$ cat config.mk
export PLATFORM = sky130hd
export DESIGN_NAME = paged_agu
export DESIGN_NICKNAME = d
export VERILOG_FILES = /design/src/rtl/paged_agu.sv
export SDC_FILE = /design/constraint.sdc
export NUM_CORES = 1
export LEC_CHECK = 0
export BUFFER_PORTS_ARGS = -buffer_cell sky130_fd_sc_hd__buf_2
export CORE_MARGIN = 2
export CORE_UTILIZATION = 40
export CTS_BUF_LIST = sky130_fd_sc_hd__clkbuf_8
export DETAILED_ROUTE_END_ITERATION = 12
export PLACE_DENSITY = 0.77
export SLEW_MARGIN = 20
export SYNTH_ARGS = -nofsm -noshare
export SYNTH_HDL_FRONTEND = slang
export SYNTH_SLANG_ARGS = --single-unit
export TNS_END_PERCENT = 20
$ cat constraint.sdc
create_clock -name clk -period 1.07 [get_ports clk]
set_clock_uncertainty 0.1 [all_clocks]
set_input_delay 0.321 -clock clk [delete_from_list [all_inputs] [get_ports clk]]
set_output_delay 0.321 -clock clk [all_outputs]
set_load 0.01 [all_outputs]
$ cat src/rtl/paged_agu.sv
module paged_agu #(
  parameter int EA_W = 16,
  parameter int PG_W = 8,
  parameter int NEAR_W = 13
) (
  input  logic                 clk,
  input  logic                 rst_n,
  input  logic                 rd_req,
  input  logic [2:0]           rd_mode,
  input  logic                 rd_byte,
  input  logic [EA_W-1:0]      rd_ptr,
  input  logic [EA_W-1:0]      rd_imm,
  input  logic [PG_W-1:0]      rd_page,
  input  logic                 wr_req,
  input  logic [2:0]           wr_mode,
  input  logic                 wr_byte,
  input  logic [EA_W-1:0]      wr_ptr,
  input  logic [EA_W-1:0]      wr_imm,
  input  logic [PG_W-1:0]      wr_page,
  output logic                 rd_vld,
  output logic [PG_W+EA_W-1:0] rd_addr,
  output logic [EA_W-1:0]      rd_ptr_nxt,
  output logic                 rd_wb,
  output logic                 wr_vld,
  output logic [PG_W+EA_W-1:0] wr_addr,
  output logic [EA_W-1:0]      wr_ptr_nxt,
  output logic                 wr_wb
);
  localparam int XW = PG_W + EA_W;
  localparam logic [2:0] M_IND = 3'd0, M_INC = 3'd1, M_DEC = 3'd2,
                         M_DIR = 3'd3, M_NEAR = 3'd4;

  function automatic logic [EA_W-1:0] f_ea(input logic [2:0] m,
      input logic [EA_W-1:0] p, input logic [EA_W-1:0] imm);
    case (m)
      M_DIR:   f_ea = imm;
      M_NEAR:  f_ea = {{(EA_W-NEAR_W){1'b0}}, imm[NEAR_W-1:0]};
      default: f_ea = p;
    endcase
  endfunction

  function automatic logic [EA_W-1:0] f_upd(input logic [2:0] m,
      input logic b, input logic [EA_W-1:0] p);
    logic [EA_W-1:0] step;
    step = b ? EA_W'(1) : EA_W'(2);
    case (m)
      M_INC:   f_upd = p + step;
      M_DEC:   f_upd = p - step;
      default: f_upd = p;
    endcase
  endfunction

  wire rd_post = (rd_mode == M_INC) || (rd_mode == M_DEC);
  wire wr_post = (wr_mode == M_INC) || (wr_mode == M_DEC);

  always_ff @(posedge clk or negedge rst_n) begin
    if (!rst_n) begin
      rd_vld     <= 1'b0;
      rd_wb      <= 1'b0;
      rd_addr    <= '0;
      rd_ptr_nxt <= '0;
    end else begin
      rd_vld <= rd_req;
      rd_wb  <= rd_req && rd_post;
      if (rd_req) begin
        rd_addr    <= XW'({rd_page, f_ea(rd_mode, rd_ptr, rd_imm)});
        rd_ptr_nxt <= f_upd(rd_mode, rd_byte, rd_ptr);
      end
    end
  end

  always_ff @(posedge clk or negedge rst_n) begin
    if (!rst_n) begin
      wr_vld     <= 1'b0;
      wr_wb      <= 1'b0;
      wr_addr    <= '0;
      wr_ptr_nxt <= '0;
    end else begin
      wr_vld <= wr_req;
      wr_wb  <= wr_req && wr_post;
      if (wr_req) begin
        wr_addr    <= XW'({wr_page, f_ea(wr_mode, wr_ptr, wr_imm)});
        wr_ptr_nxt <= f_upd(wr_mode, wr_byte, wr_ptr);
      end
    end
  end
endmodule

======== Word level (Yosys, flattened, before mapping) ========
Index checks and enable logic that the tools add are counted.
cells by class
  add/sub/neg operators ................... 4
  equality and inequality tests ........... 8
  mux-type cells .......................... 6
  reduce and logical (&&, ||, !) cells .... 4
operators with widths
  operator            count
  $pmux 16 s2         4
  $add 16x2->16       2
  $sub 16x2->16       2
  $eq 3x2->1 const B  4
  $eq 3x1->1 const B  2
  $eq 3x3->1 const B  2
  $mux 2              2
  $logic_and 1x1->1   2
  $logic_or 1x1->1    2
word-level totals
  bits in registers ....................... 84
  word-level logic and storage cells ...... 30

======== Depth between registers and ports, before layout ========
  depth in word-level cells ............... 3
  depth in mapped cells ................... 11
  gate-level depth less buffers ........... 10

======== Worst setup path before layout ========
Ideal clock, no wire load.
  path kind ............................... input -> register
  start ................................... in wr_mode[1]
  end ..................................... reg wr_ptr_nxt[10]
  setup time .............................. 0.125 ns
  arrival time ............................ 2.713 ns
  setup slack ............................. -1.868 ns
  stages .................................. 9
  path buffers ............................ 0
  cell sequence ........................... nor3b_2 -> and2_1 -> fa_1 -> or3_1 -> or4_4 -> or3_1 -> a21boi_1 -> xnor2_1 -> mux2_2
on the way
  word-level cells in the longest chain between the ends .. 2
RTL lines
  item                                      line  source
  start: declaration                        15    input logic [2:0] wr_mode,
  $eq 3x2->1 or $eq 3x1->1 (tied branches)  46    case (m)
  $pmux 16 s2 *                             46
  end signal: assignment                    83    wr_ptr_nxt <= f_upd(wr_mode, wr_byte, wr_ptr);
  end: declaration                          26    output logic [EA_W-1:0] wr_ptr_nxt,
Mark *: on every way between the ends. The rest lies on a longest branch, timed or not.
A chain may end at the register's enable or synchronous reset.

======== Final worst setup path ========
Same ends and word-level chain as after synthesis.

==> results.txt <==
CTS tree = built
Yosys warns = 0
Combinational family with the most area after synthesis = simple AND/OR/NAND/NOR gates
Power Dens Cells = 1140 mW/mm²
RSZ-0062 raised after global routing = yes
Sw power = 2.69 mW
Yosys cell types = 57
Leak = 3.64 nW
Seq/Total Area, Yosys = 42.4%
Syn-to-layout area delta = 58.6%
IO Port Bufs = 175
DP Worst Slack = -1900 ps
Vias = 5302
Ys async rst share = 100%
WL final = 16900 µm
# H-tree levels = 3
Setup TNS = -56330 ps
Worst-path clk slew = 90 ps
WL/cell = 17.1 µm
Post-synth EDFFs = 0
Antenna diodes = 0
CP Launch Type = input pin
Power Internal = 6.27 mW
Buf/Inv on CP = 1
Delay-heaviest family, CP = simple AND/OR/NAND/NOR gates
Synth Area in Simple Gates = 23.2%
Core box area = 0.0121 mm²
Worst skew pair latency = 370 ps
Worst slew pin tran = 397 ps
Syn Area/Cell = 9.08 µm²
Power share of the combinational group = 28.2%
Prevailing post-synth register cell = dfrtp_1
Worst VDD drop = 0.812 mV
Tot Pwr = 8.97 mW
Syn Inst Count = 546
Drc violations = 0
Grt total ovfl = 0
I/O pin count = 176
Critical path's slowest cell = or4_4
Yosys reg bits = 84
Syn Std Cell Area = 0.00496 mm²
Post-route clock period utilization = 234%
Setup violations, final = 149
Initial Util = 41.1%
Layout Nets = 917
Iteration-0 DRC Markers = 208
Gr usage total = 24.6%
Crit path DAT = 2670 ps
Seq pwr share = 41.3%
TritonCTS Buffers = 9
Initial antenna violation count = 0
Layout cell share with drive strength beyond 1 = 51.0%
Post-Synth Adder-Cell Area = 1.82%
Peak Freq = 399 MHz
Max-slew violations = 0
Max Root-Sink Buffers = 2
Hold WC Path Type = input pin to flop
Non-filler cells, final = 990
Worst path cell trace = buf_6, nor3b_4, and2_4, fa_2, or3_4, or4_4, or3_1, a21boi_1, xnor2_1, mux2_2
CP Class = input pin to flop
Final hold slack = 78.7 ps
Compound-cell area share of the yosys netlist = 13.4%
Relative max-transition margin = 73.2%
XOR/XNOR share of the synthesized area = 4.41%
Multiplexer share of the synthesized area = 10.8%
Worst Path Required = 1240 ps
Die footprint = 0.0133 mm²
Root buf cell = clkbuf_8
First-pass GRT wire length = 25500 µm
Largest net degree at the start of global routing = 52
Status = finished, violations left
Number of global-route vias before repair = 5270
Max cap viols = 0
Critical path peak fanout = 2
Routability cong. = 0.915
Placed Instance Area = 0.00692 mm²
Biggest cell delay along the critical path = 430 ps
Die height = 115 µm
Failing checks = setup timing
Power share of the clock group = 30.5%
Final Core Density = 65.2%
Final WS setup = -1430 ps
DR pass1 iterations = 4
Design area = 0.00787 mm²
Width of the die = 115 µm
Final Hold Vio Count = 0
Fin crit period = 2500 ps
Clock sink total = 84
Switching power share of the total = 30.0%
DP Cell Count = 962
Drt via density = 5.36
Routed Antenna Nets = 0
Critical path endpoint category = flop
Post-synth net total = 644
Cell row count = 40
Post-DP HPWL = 12200 µm
## layout by cell type, fill, tap and decap left out, drive strengths merged, types with 4 or more instances in the layout
cell type,netlist,final
dfrtp,84,84
clkbuf,33,9
nand4,8,8
inv,11,11
nand2,19,19
nor3,10,10
or4,8,8
mux2i,30,30
mux2,21,21
nand3,16,16
nor2,87,87
a21oi,58,58
o21ai,17,17
xnor2,16,16
or3,10,10
nand3b,4,4
and2,4,4
and3,11,11
xor2,9,9
nand2b,7,7
ha,4,4
nor4b,5,5
nor3b,4,4
nor4,8,8
a221oi,4,4
buf,7,301
## synthesized netlist by cell type, drive strengths merged (3+ instances only)
cell	count	area share [%]
clkbuf	33	2.5
a22oi	3	0.45
ha	4	1.0
and3	11	1.4
and2	4	0.50
nor4b	5	0.88
a221oi	4	0.71
nand2b	7	0.88
o21ai	17	1.7
and3b	3	0.53
buf	7	0.63
nor3	10	1.0
nor3b	4	0.81
nand3	16	1.6
or2	3	0.38
o211ai	3	0.45
a21oi	58	5.9
o2111ai	3	0.53
mux2	21	4.8
xnor2	16	2.8
xor2	9	1.6
inv	11	0.83
nor4	8	1.0
nand4	8	1.0
and4	3	0.53
o32ai	3	0.53
dfrtp	84	42
or3b	3	0.53
or3	10	1.3
nand4b	3	0.53
or4	8	1.3
nand3b	4	0.61
nand2	19	1.4
nor2	87	6.6
a21boi	3	0.45
mux2i	30	6.1
## cells by family (layout without fill, tap and decap cells)
family | count (synthesis) | after routing
multiplexers | 51 | 51
buffers and inverters | 51 | 327
flip-flops | 84 | 84
AND/OR/NAND/NOR | 219 | 219
AO/OA/AOI/OAI | 110 | 110
XOR/XNOR | 25 | 25
adder cells (fa/ha/maj) | 6 | 6
## routing by layer
layer	GRT usage [%]	routed length (µm)	vias up
met5	0	0	-
met4	9.48	442	0
met3	5.43	896	38
met2	43.0	8550	201
met1	29.4	7020	2556
li1	-	-	2507
## layout make-up
class	count	area (µm²)
Sequential cell	84	2100
Inverter	11	43.8
Clock inverter	5	103
Timing Repair Buffer	302	2120
Tap cell	168	210
Multi-Input combinational cell	411	3170
Clock buffer	9	124
Fill cell	929	4200
## state kept, by name, summed over array words and instances, names as in the netlist
signal	flops
wr_addr	24
rd_addr	24
rd_ptr_nxt	16
wr_vld	1
wr_ptr_nxt	16
rd_vld	1
wr_wb	1
rd_wb	1
## power by group through the flow
stage,combinational [mW],sequential [mW],clock (mW)
final,2.53,3.70,2.74
after global routing,2.73,3.74,2.91
after CTS,2.39,3.69,2.77
after detailed placement,2.17,3.74,0
after global placement,2.13,3.72,0
after floorplan,0.843,3.89,0
## worst register-to-register path, cell delays in order, from the launching register on
cell and delay (ps):
dfrtp_1 400, nor2b_1 140, a41oi_2 150, nand3_1 90
## path summary, 6_finish.rpt
kind,startpoint,to,slack (ps),depth (start not counted)
min,rd_page[4],rd_addr[20]$_DFFE_PN0P_,80,2
min reg2reg,rd_addr[18]$_DFFE_PN0P_,rd_addr[18]$_DFFE_PN0P_,410,1
max reg2reg,rd_ptr_nxt[15]$_DFFE_PN0P_,rd_ptr_nxt[15]$_DFFE_PN0P_,70,3
max in group asynchronous,rst_n,rd_addr[9]$_DFFE_PN0P_,220,3
max,wr_mode[1],wr_ptr_nxt[10]$_DFFE_PN0P_,-1430,10
min in group asynchronous,rst_n,rd_addr[3]$_DFFE_PN0P_,360,3
## repair_timing
item / in CTS / in global routing
setup buffers: 8 / 9
endpoints found under the hold margin: 84 / 0
endpoints found under the setup margin: 150 / 149
pin swaps: 61 / 42
hold buffers: 1 / 0
gates resized for setup: 92 / 40
Note: power is estimated with default switching activity, not from simulation.
